==> config.mk <==
export PLATFORM = sky130hd
export DESIGN_NAME = baud_lock_ctrl
export DESIGN_NICKNAME = d
export VERILOG_FILES = /design/src/rtl/bbl_pkg.sv /design/src/rtl/bbl_line_sync.sv /design/src/rtl/bbl_ref_timer.sv /design/src/rtl/bbl_watchdog.sv /design/src/rtl/bbl_tx_slot.sv /design/src/rtl/baud_lock_ctrl.sv
export SDC_FILE = /design/constraint.sdc
export NUM_CORES = 1
export LEC_CHECK = 0
export ABC_AREA = 1
export BUFFER_PORTS_ARGS = -buffer_cell sky130_fd_sc_hd__buf_4
export CORE_UTILIZATION = 40
export DETAILED_ROUTE_END_ITERATION = 7
export PLACE_DENSITY = 0.63
export SLEW_MARGIN = 20
export SYNTH_ARGS = -nofsm -noshare
export SYNTH_HDL_FRONTEND = slang
export SYNTH_HIERARCHICAL = 1
export SYNTH_SLANG_ARGS = --single-unit
==> constraint.sdc <==
create_clock -name clk -period 2.4 [get_ports clk]
set_clock_uncertainty 0.1 [all_clocks]
set_input_delay 0.24 -clock clk [delete_from_list [all_inputs] [get_ports clk]]
set_output_delay 0.24 -clock clk [all_outputs]
set_load 0.005 [all_outputs]
==> src/rtl/bbl_pkg.sv <==
package bbl_pkg;
  typedef enum logic [1:0] {ST_HUNT, ST_ACK, ST_ACKW, ST_SYNC} link_st_t;
  typedef enum logic [2:0] {M_IDLE, M_ARM, M_LOW, M_HIGH, M_BIT7} meas_st_t;
  localparam logic [7:0] REF_BYTE  = 8'h7F;
  localparam logic [7:0] ACK_BYTE  = 8'h06;
  localparam logic [7:0] NACK_BYTE = 8'h15;
endpackage

==> src/rtl/bbl_line_sync.sv <==
module bbl_line_sync #(
  parameter int STAGES = 2
) (
  input  logic clk,
  input  logic rst,
  input  logic d_i,
  output logic q_o
);
  logic [STAGES-1:0] shreg;

  always_ff @(posedge clk) begin
    if (rst) shreg <= '1;
    else     shreg <= {shreg[STAGES-2:0], d_i};
  end

  assign q_o = shreg[STAGES-1];
endmodule

==> src/rtl/bbl_ref_timer.sv <==
module bbl_ref_timer
  import bbl_pkg::*;
#(
  parameter int CNT_W = 16,
  localparam int PER_W = CNT_W - 3
) (
  input  logic             clk,
  input  logic             rst,
  input  logic             en_i,
  input  logic             line_i,
  output logic             done_o,
  output logic             ok_o,
  output logic [PER_W-1:0] period_o
);
  localparam logic [CNT_W-1:0] CNT_MAX = '1;

  meas_st_t         mode;
  logic             prev_q;
  logic [CNT_W-1:0] cnt, wid, span;
  logic             fall, rise, width_ok;
  logic [CNT_W+1:0] w4, p3, p5;

  assign fall = prev_q & ~line_i;
  assign rise = ~prev_q & line_i;
  assign period_o = span[CNT_W-1:3];

  // start pulse must be within a quarter period of the computed bit time
  always_comb begin
    w4 = {wid, 2'b00};
    p3 = {5'b0, period_o} + {4'b0, period_o, 1'b0};
    p5 = {5'b0, period_o} + {3'b0, period_o, 2'b00};
    width_ok = (w4 >= p3) && (w4 <= p5);
  end

  always_ff @(posedge clk) begin
    if (rst) begin
      prev_q <= 1'b1;
      mode   <= M_IDLE;
      cnt    <= '0;
      wid    <= '0;
      span   <= '0;
      done_o <= 1'b0;
      ok_o   <= 1'b0;
    end else begin
      prev_q <= line_i;
      done_o <= 1'b0;
      ok_o   <= 1'b0;
      if (!en_i) begin
        mode <= M_IDLE;
      end else begin
        case (mode)
          M_IDLE: if (line_i) mode <= M_ARM;
          M_ARM: if (fall) begin
            mode <= M_LOW;
            cnt  <= CNT_W'(1);
          end
          default: begin
            cnt <= cnt + 1'b1;
            if (cnt == CNT_MAX) begin
              mode <= M_IDLE;
            end else if (mode == M_LOW && rise) begin
              wid  <= cnt;
              mode <= M_HIGH;
            end else if (mode == M_HIGH && fall) begin
              span <= cnt;
              mode <= M_BIT7;
            end else if (mode == M_BIT7 && rise) begin
              done_o <= 1'b1;
              ok_o   <= width_ok;
              mode   <= M_IDLE;
            end
          end
        endcase
      end
    end
  end
endmodule

==> src/rtl/bbl_watchdog.sv <==
module bbl_watchdog #(
  parameter int TIMEOUT = 100000,
  localparam int TW = $clog2(TIMEOUT + 1)
) (
  input  logic clk,
  input  logic rst,
  input  logic active_i,
  input  logic kick_i,
  output logic expire_o
);
  localparam logic [TW-1:0] RELOAD = TW'(TIMEOUT - 1);
  logic [TW-1:0] left;

  always_ff @(posedge clk) begin
    if (rst || !active_i || kick_i) left <= RELOAD;
    else if (left != '0)            left <= left - 1'b1;
  end

  assign expire_o = active_i && !kick_i && (left == '0);
endmodule

==> src/rtl/bbl_tx_slot.sv <==
module bbl_tx_slot (
  input  logic       clk,
  input  logic       rst,
  input  logic       load_i,
  input  logic [7:0] data_i,
  input  logic       ready_i,
  output logic       req_o,
  output logic [7:0] data_o
);
  always_ff @(posedge clk) begin
    if (rst) begin
      req_o  <= 1'b0;
      data_o <= '0;
    end else if (load_i) begin
      req_o  <= 1'b1;
      data_o <= data_i;
    end else if (req_o && ready_i) begin
      req_o <= 1'b0;
    end
  end
endmodule

==> src/rtl/baud_lock_ctrl.sv <==
module baud_lock_ctrl
  import bbl_pkg::*;
#(
  parameter int CNT_W       = 16,
  parameter int TIMEOUT     = 100000,
  parameter int SYNC_STAGES = 2,
  localparam int PER_W = CNT_W - 3
) (
  input  logic             clk,
  input  logic             rst,
  input  logic             rx_i,
  input  logic             rx_valid_i,
  input  logic [7:0]       rx_data_i,
  input  logic             exch_fail_i,
  input  logic             tx_ready_i,
  output logic             tx_req_o,
  output logic [7:0]       tx_data_o,
  output logic             locked_o,
  output logic [PER_W-1:0] period_o
);
  link_st_t         st, st_n;
  logic             line_s, m_done, m_ok, expire, load;
  logic [7:0]       load_data;
  logic [PER_W-1:0] m_period;

  bbl_line_sync #(.STAGES(SYNC_STAGES)) u_sync (
    .clk(clk), .rst(rst), .d_i(rx_i), .q_o(line_s));

  bbl_ref_timer #(.CNT_W(CNT_W)) u_meas (
    .clk(clk), .rst(rst), .en_i(st == ST_HUNT), .line_i(line_s),
    .done_o(m_done), .ok_o(m_ok), .period_o(m_period));

  bbl_watchdog #(.TIMEOUT(TIMEOUT)) u_wdog (
    .clk(clk), .rst(rst), .active_i(st == ST_SYNC), .kick_i(rx_valid_i),
    .expire_o(expire));

  bbl_tx_slot u_tx (
    .clk(clk), .rst(rst), .load_i(load), .data_i(load_data),
    .ready_i(tx_ready_i), .req_o(tx_req_o), .data_o(tx_data_o));

  always_comb begin
    st_n      = st;
    load      = 1'b0;
    load_data = ACK_BYTE;
    case (st)
      ST_HUNT: if (m_done && m_ok) st_n = ST_ACK;
      ST_ACK: if (!tx_req_o) begin
        load = 1'b1;
        st_n = ST_ACKW;
      end
      ST_ACKW: if (!tx_req_o) st_n = ST_SYNC;
      default: begin
        if (exch_fail_i || expire) begin
          st_n = ST_HUNT;
        end else if (rx_valid_i && rx_data_i == REF_BYTE && !tx_req_o) begin
          load      = 1'b1;
          load_data = NACK_BYTE;
        end
      end
    endcase
  end

  always_ff @(posedge clk) begin
    if (rst) begin
      st       <= ST_HUNT;
      period_o <= '0;
    end else begin
      st <= st_n;
      if (st == ST_HUNT && m_done && m_ok) period_o <= m_period;
    end
  end

  assign locked_o = (st == ST_SYNC);
endmodule

After elaboration in Yosys (flattened, before gate mapping)
Cells that the tools add are included.
{"block": "word_totals", "out_inout_bits": 23, "inputBits": 14, "elab_cells": 103, "register_bits": 97}
{"block": "op_classes", "order_cmp": 2, "bitwise_logic": 10, "add_sub_neg": 4, "reduce_logical": 36, "eq_ne": 14, "mux": 24}
{"cell": "case mux 16 bit (2 select lines)", "n": 1}
{"cell": ">= comparator 18 bit", "n": 1}
{"cell": "<= comparator 18 bit", "n": 1}
{"cell": "two-way mux 3 bit", "n": 6}
{"cell": "logical NOT 17 bit", "n": 1}
{"cell": "nonzero test 17 bit", "n": 1}
{"cell": "subtractor 17 x 1 -> 17 bit (second input constant)", "n": 1}
{"cell": "adder 13 x 15 -> 16 bit", "n": 1}
{"cell": "adder 16 x 1 -> 16 bit (second input constant)", "n": 1}
{"cell": "equality test 16 bit (second input constant)", "n": 1}
{"cell": "two-way mux 16 bit", "n": 1}
{"cell": "adder 13 x 14 -> 15 bit", "n": 1}
{"cell": "two-way mux 5 bit", "n": 3}
{"cell": "logical AND 1 bit", "n": 12}
{"cell": "equality test 8 x 7 -> 1 bit (second input constant)", "n": 1}
{"cell": "two-way mux 2 bit", "n": 4}
{"cell": "inequality test 2 bit (second input constant)", "n": 4}
{"cell": "inverter 1 bit", "n": 8}
{"cell": "AND reduction 4 bit", "n": 2}
{"cell": "OR reduction 8 bit", "n": 1}
{"cell": "OR reduction 7 bit", "n": 1}
{"cell": "equality test 3 x 2 -> 1 bit (second input constant)", "n": 2}
{"cell": "two-way mux 1 bit", "n": 6}
{"cell": "case mux 2 bit (3 select lines)", "n": 1}
{"cell": "19 further kinds", "n": 28}

Longest topological paths before layout
Gate-level depths: netlist of the first run.
{"block": "depth", "depth_word": 8, "depth_mapped": 19, "mapped_depth_nobuf": 19}

Modules after synthesis
Netlist of the first run, hierarchy kept.
{"module": "bbl_ref_timer", "cells_each": 613, "area_each_um2": 4239.1, "instances": 1, "seq_area_each_um2": 1021.0}
{"module": "bbl_watchdog", "cells_each": 146, "area_each_um2": 943.4, "instances": 1, "seq_area_each_um2": 340.3}
{"module": "baud_lock_ctrl", "cells_each": 100, "area_each_um2": 755.7, "instances": 1, "seq_area_each_um2": 300.3}
{"module": "bbl_tx_slot", "cells_each": 38, "area_each_um2": 304.0, "instances": 1, "seq_area_each_um2": 180.2}
{"module": "bbl_line_sync", "cells_each": 7, "area_each_um2": 58.8, "instances": 1, "seq_area_each_um2": 40.0}

Worst setup path after synthesis of the first run
Ideal clock, no wire load.
{"block": "synth_path", "path_type": "register -> register", "from": "register u_meas.span[5]", "to": "register u_meas.ok_o", "t_required_ns": 2.185, "setup_slack_ns": -0.178, "setup_time_ns": 0.115, "arrival_time_ns": 2.363, "synth_period_minus_slack_ns": 2.578, "path_buffers": 0, "stages_incl_launch_ff": 18, "path_cell_list": "dfxtp_1 ha_1 inv_1 fa_1 inv_1 nand3_1 nand2_1 nand4_1 nand3_1 xor2_1 ha_1 nand2_1 nor3_1 nand2_1 nand2_1 nand2_1 nand2_1 nor2_1"}
{"block": "synth_between", "elab_chain_len": 3, "elab_cells_between_ends": 5, "cone_classes": "2 x add/sub; 2 x order compare; 1 x reduce/logical"}
{"item": "start, declared", "line_no": "bbl_ref_timer.sv:19", "text": "logic [CNT_W-1:0] cnt, wid, span;"}
{"item": "start signal, assigned", "line_no": "bbl_ref_timer.sv:65", "text": "span <= cnt;"}
{"item": "adder 13 x 15 -> 16 bit or adder 13 x 14 -> 15 bit (tied branches)", "line_no": "bbl_ref_timer.sv:31, bbl_ref_timer.sv:30"}
{"item": "<= comparator 18 bit or >= comparator 18 bit (tied branches)", "line_no": "bbl_ref_timer.sv:32", "text": "width_ok = (w4 >= p3) && (w4 <= p5);"}
{"item": "logical AND 1 bit *", "line_no": "bbl_ref_timer.sv:32"}
{"item": "end signal, assigned", "line_no": "bbl_ref_timer.sv:69", "text": "ok_o <= width_ok;"}
{"item": "end, declared", "line_no": "bbl_ref_timer.sv:12", "text": "output logic ok_o,"}
Mark *: on every way between the ends. The rest lies on a longest branch, timed or not.
A chain may end at the register's enable or synchronous reset.

Final worst setup path of the first run
{"block": "layout_path", "from": "register u_meas.span[10]", "to": "register u_meas.ok_o"}
The elaborated chain is that of the path after synthesis.

==> metrics.txt, run 1 <==
most instantiated library cell after synthesis=nand2_1; kind of critical path=flop to flop; Hold/Removal Path Class=input port to flop; Final TNS setup=-0.3185 ns; CP Capture Point=u_meas/ok_o; CTS tree=built; share of cells above drive strength 1=24.54%; DIE AREA=16260 µm²; worst hold slack=0.04357 ns; largest net degree at the start of global routing=33; Antenna diodes=0; Rel. slew slack=61.32%; Crit. End Element=flop; FF-to-FF setup slack=-0.32 ns; Max Freq=367.9 MHz; Synth cell types=45; Post-route DRC=0; initial antenna violation count=0; Synth Cell Area=6301 µm²; syn_area_per_cell=6.970 µm²; internal power=2.770 mW; clock-pin slew on the worst setup and hold paths=0.07 ns; GP Congestion=0.9253; Slew @ Worst Pin=0.5796 ns; io pins=37; largest area contributor in the netlist=dfxtp_1; Switching Fraction=33.86%; Root Driver=clkbuf_16; Cells after DPL=1215; GR Overflow Total=0; wire length of the first global-routing pass=26520 µm; Comb power frac=23.8%; clk sinks=94; maximum vdd drop=0.0004329 V; worst flop-to-flop path startpoint=u_meas/span[10]; RSZ-0062 raised after global routing=yes; Clock Latency Late Sink=0.36 ns; clock network power share=34.4%; P_sw=1.418 mW; Post-synth ARST share=0%; row count=45; vias in the first global route=5576; Die Ht=127.5 µm; Final Cycle Share=113.3%; Yosys top cell area share=29.86%; Routed WL=16030 µm; Synth Warn #=6; Post-synth EDFFs=0; sequential share of power=41.8%; CP Launch Type=flop; Hold Crit Start=tx_ready_i; H-tree depth=3; Worst Setup Slack, final=-0.3185 ns; CTS Buf Count=9; CP arrival=2.92 ns; DR WL met2=7732 µm; Mapped Cells=904; CTS Buffer Depth=2; Buffers on Ports=36; Final Hold Viols=0; dominant synthesized flop cell=dfxtp_1; nets@finish=1096; post-synthesis sequential area ratio=29.86%; highest metal used=met4; Post-synth top cells=nand2_1, inv_1, nor2_1; Synth-to-Final Area Change=25.44%; #FFs+latches synth=94; critical path fanouts, max=6; Die Span X=127.5 µm; largest cells by area after synthesis=dfxtp_1, ha_1, nand2_1, inv_1, a21oi_1; M1 wire length=7367 µm; pwr dens=529.8 nW/µm²; hold path depth=4; r2r endpoint=u_meas/ok_o; Starting Density=41.14%; Tmin final=2.718 ns; failing checks=setup timing; Leak Pwr=3.570 nW; Post-Layout Cell Count=1238; number of max-cap violations=0; Fillers=1541; WL/cell=12.95 µm; vias per cell=4.847; # setup viols final=1; core area=15310 µm²; initial DRC count=293; drt first pass iters=4; remaining antenna violation count after routing=0; total number of vias=6000; hpwl dp=12430 µm; path depth of the worst reg2reg path=15; All-Layer GR Usage=20.90%; routed wl met3=557 µm; CP Launch Point=u_meas/span[10]; Core Util, Final=51.61%; fin. max-slew vios=0; status=finished with violations; WP data required=2.60 ns
layout by cell type (no fill, tap or decap), types with 3 or more instances in the layout:
cell type / synthesis / final
a31oi_1: 4 / 3
dfxtp_4: 0 / 6
inv_1: 119 / 114
buf_4: 1 / 118
nor2_2: 11 / 11
xnor2_1: 7 / 7
nand3_2: 6 / 10
inv_8: 0 / 3
o21ai_0: 33 / 29
nand2_1: 187 / 182
o21ai_2: 2 / 4
nor2_4: 3 / 3
ha_1: 58 / 50
nor3_2: 2 / 4
nand2_2: 16 / 21
a21oi_2: 11 / 20
nand3_1: 62 / 58
o21ai_1: 22 / 24
conb_1: 2 / 5
clkbuf_16: 0 / 9
dfxtp_2: 0 / 5
nor2_1: 99 / 99
o21bai_1: 4 / 4
nand3_4: 4 / 4
ha_4: 0 / 8
xor2_1: 16 / 16
nor3_1: 7 / 4
a21oi_1: 77 / 68
a21o_1: 3 / 3
nand4_1: 17 / 17
inv_2: 7 / 12
dfxtp_1: 94 / 83
how the worst min path moves through the flow:
stage / to
floorplan: u_tx/req_o
global placement: u_sync/shreg[1]
detailed placement: u_sync/shreg[1]
CTS: u_tx/req_o
global route: u_tx/req_o
finish: u_tx/req_o
registers in the layout (all words and copies together), names as in the netlist:
name / count
u_tx/req_o: 1
st: 2
u_meas/cnt: 16
u_meas/wid: 16
u_tx/data_o: 8
u_meas/done_o: 1
u_meas/prev_q: 1
u_meas/span: 13
u_wdog/left: 17
u_meas/mode: 3
period_o: 13
u_sync/shreg: 2
u_meas/ok_o: 1
what timing repair did:
item,CTS,global route
pin swaps,10,12
hold buffers,1,0
buffers inserted,4,2
hold endpoints to repair,1,0
setup endpoints to repair,1,1
gates resized for setup,28,27
critical path, cell delays in order (launching register included):
cell     delay (ns)
dfxtp_2        0.43
ha_1           0.31
nand2_1        0.13
o21ai_1        0.10
nand2_1        0.11
nand3_2        0.11
xor2_1         0.17
ha_1           0.30
nand2_1        0.06
inv_1          0.08
nand3_2        0.11
nor3_4         0.20
nand4_1        0.19
nand2_1        0.12
nand2_1        0.05
nor2_1         0.08
layer usage:
layer  vias to the layer above  track usage (%)
met2                        82            36.52
met5                         -                0
met3                        27            4.774
met4                         0            7.213
li1                       3185                -
met1                      2706            25.08
metrics by stage:
step | setup slack (ns) | power, mW | cell area (µm²)
floorplan | 0.01081 | 2.444 | 6336
global placement | -0.4839 | 2.763 | 7328
detailed placement | -0.5301 | 2.769 | 7328
CTS | -0.3888 | 4.236 | 7780
global route | -0.4762 | 4.429 | 7904
finish | -0.3185 | 4.188 | 7904
cell families (layout without fill, tap and decap cells):
family / count (synthesis) / in the layout / share of synthesized area, %
compound gates: 158 / 158 / 13.76
flops: 94 / 94 / 29.86
other cells: 2 / 5 / 0.1192
buf+inv: 143 / 263 / 9.472
fa+ha+maj: 60 / 60 / 12.15
simple gates: 424 / 424 / 31.43
xor+xnor: 23 / 23 / 3.197
layout make-up:
| cell class | count | area [µm²] | area share (%) |
|---|---|---|---|
| multi-input cells | 670 | 4045 | 51.18 |
| flip-flops and latches | 94 | 1911 | 24.17 |
| repair buffers | 120 | 907.1 | 11.48 |
| inverters | 127 | 476.7 | 6.031 |
| well taps | 211 | 264.0 | 3.340 |
| clock buffers | 9 | 225.2 | 2.849 |
| clock inverters | 7 | 75.07 | 0.9498 |
power by group through the flow:
| stage | Clock, mW | Sequential, mW | Combinational (mW) |
|---|---|---|---|
| final | 1.44 | 1.75 | 0.997 |
| after global routing | 1.55 | 1.76 | 1.12 |
| after CTS | 1.49 | 1.75 | 0.990 |
| after detailed placement | 0 | 1.79 | 0.978 |
| after global placement | 0 | 1.79 | 0.972 |
| after floorplan | 0 | 1.78 | 0.666 |
No activity file was read; power rests on OpenSTA's default activity.
==> run 2, diff against run 1 <==
--- a/config.mk
+++ b/config.mk
@@ -10,5 +10,5 @@
 export CORE_UTILIZATION = 40
 export DETAILED_ROUTE_END_ITERATION = 7
-export PLACE_DENSITY = 0.63
+export PLACE_DENSITY_LB_ADDON = 0.05
 export SLEW_MARGIN = 20
 export SYNTH_ARGS = -nofsm -noshare
==> constraint.sdc (replaced) <==
create_clock -name clk -period 2.3 [get_ports clk]
set_clock_uncertainty 0.1 [all_clocks]
set_input_delay 0.23 -clock clk [delete_from_list [all_inputs] [get_ports clk]]
set_output_delay 0.23 -clock clk [all_outputs]
set_load 0.05 [all_outputs]
==> metrics.txt, run 2 (synthesis gave the netlist of run 1 again) <==
status=finished with violations; failing checks=setup timing; internal power=2.923 mW; Root Driver=clkbuf_16; drt first pass iters=5; CP arrival=2.79 ns; max FFs per register=17; nets@finish=1090; GR Overflow Total=0; Tmin final=2.586 ns; DIE AREA=16260 µm²; CTS tree=built; register with the most flip-flops=u_wdog/left; Final Cell Area=8005 µm²; vias per cell=4.946; clock-pin slew on the worst setup and hold paths=0.08 ns; P_sw=1.740 mW; fin. max-slew vios=0; WL/cell=14.40 µm; hpwl dp=13730 µm; crit-path max cell delay=0.41 ns; Reg area=1912 µm²; wire length of the first global-routing pass=29070 µm; initial DRC count=326; largest net degree at the start of global routing=29; # setup viols final=1; Starting Density=41.14%; commonest non-fill, non-tap cell in the layout=nand2_1; area of the multi-input gates=4175 µm²; Post-route DRC=0; Rel. slew slack=64.27%; Die Span X=127.5 µm; Switching Fraction=37.31%; Worst Setup Slack, final=-0.2858 ns; pwr dens=582.6 nW/µm²; core area=15310 µm²; worst path cell trace=ha_4, inv_2, fa_2, inv_2, buf_4, nand3_2, nand3_2, xor2_2, ha_1, nand2_1, inv_1, nand3_2, nor3_2, nand4_1, nand2_1, nand2_1, nor2_1; total number of vias=6093; Slowest cell on crit path=dfxtp_4; Leak Pwr=3.540 nW; share of cells above drive strength 1=25.95%; Synth-to-Final Area Change=27.05%; CP Launch Type=flop; All-Layer GR Usage=22.96%; CTS Buffer Depth=2; Clock Latency Late Sink=0.36 ns; Die Ht=127.5 µm; Final Hold Viols=0; Hold/Removal Path Class=input port to flop; GP Congestion=0.8477; remaining antenna violation count after routing=0; sequential share of power=39.2%; critical path fanouts, max=6; clk sinks=94; DP Area=7352 µm²; Max Freq=386.7 MHz; Comb power frac=27.5%; RSZ-0062 raised after global routing=yes; Slew @ Worst Pin=0.5354 ns; Antenna diodes=0; maximum vdd drop=0.0003646 V; kind of critical path=flop to flop; Fillers=1525; vias in the first global route=5992; Buffers on Ports=36; Final Cycle Share=112.4%; worst hold slack=0.01679 ns; Routed WL=17740 µm; biggest regs=u_wdog/left: 17 flops, u_meas/cnt: 16 flops, u_meas/wid: 16 flops; CTS Buf Count=9; H-tree depth=3; io pins=37; number of max-cap violations=0; WP data required=2.50 ns; Crit. End Element=flop; clock network power share=33.2%; row count=45; initial antenna violation count=0; most frequent cells in the layout=nand2_1, inv_1, buf_4, nor2_1, dfxtp_1
## run 2: final cells by class
class | count | area share, %
sequential | 94 | 23.88
timing repair buffer | 114 | 10.88
clock buffer | 9 | 2.813
tap | 211 | 3.298
multi-input combinational | 670 | 52.16
inverter | 127 | 5.986
clock inverter | 7 | 0.9847
## run 2: final timing paths
check	depth (start not counted)	slack (ns)	endpoint	from
hold / removal	4	0.02	u_tx/req_o	tx_ready_i
setup / recovery	17	-0.29	u_meas/ok_o	u_meas/span[5]
hold reg to reg	2	0.33	u_sync/shreg[1]	u_sync/shreg[0]
setup reg to reg	17	-0.29	u_meas/ok_o	u_meas/span[5]
## run 2: power by group through the flow
| stage | Combinational [mW] | Sequential, mW | Clock [mW] |
|---|---|---|---|
| finish | 1.28 | 1.83 | 1.55 |
| global route | 1.43 | 1.85 | 1.66 |
| CTS | 1.27 | 1.83 | 1.60 |
| detailed placement | 1.27 | 1.87 | 0 |
| global placement | 1.24 | 1.87 | 0 |
| floorplan | 0.702 | 2.07 | 0 |
## run 2: critical path, delay by kind of cell, from the launching register on
kind                     cells  cell delay, ns
XOR/XNOR                     1            0.08
adder cells (fa/ha/maj)      3            0.79
buffers and inverters        4            0.32
flip-flops                   1            0.41
AND/OR/NAND/NOR              9            0.82
## run 2: what timing repair did
action	CTS	global route
gates cloned	0	0
setup endpoints to repair	1	10
endpoints found under the hold margin	1	0
hold buffers	1	0
gates resized for setup	20	55
buffers inserted	1	1
pin swaps	5	16
## run 2: layer usage
metal | track usage [%] | part of all wire (%)
met4 | 8.123 | 2.1
met5 | 0 | 0
met3 | 2.680 | 2.7
met2 | 40.12 | 49
met1 | 29.09 | 46
## run 2: per-stage QoR
| step | util, % | setup TNS [ns] | setup slack [ns] | total power [mW] | cells |
|---|---|---|---|---|---|
| after floorplan | - | -0.02767 | -0.02767 | 2.770 | 907 |
| after CTS | 50.60 | -0.3010 | -0.3010 | 4.707 | 1231 |
| after global placement | 48.01 | -0.4498 | -0.4498 | 3.111 | 1213 |
| after global routing | 52.27 | -0.4314 | -0.4314 | 4.940 | 1232 |
| after detailed placement | 48.01 | -0.3885 | -0.3885 | 3.141 | 1213 |
| final | 52.27 | -0.2858 | -0.2858 | 4.663 | 1232 |
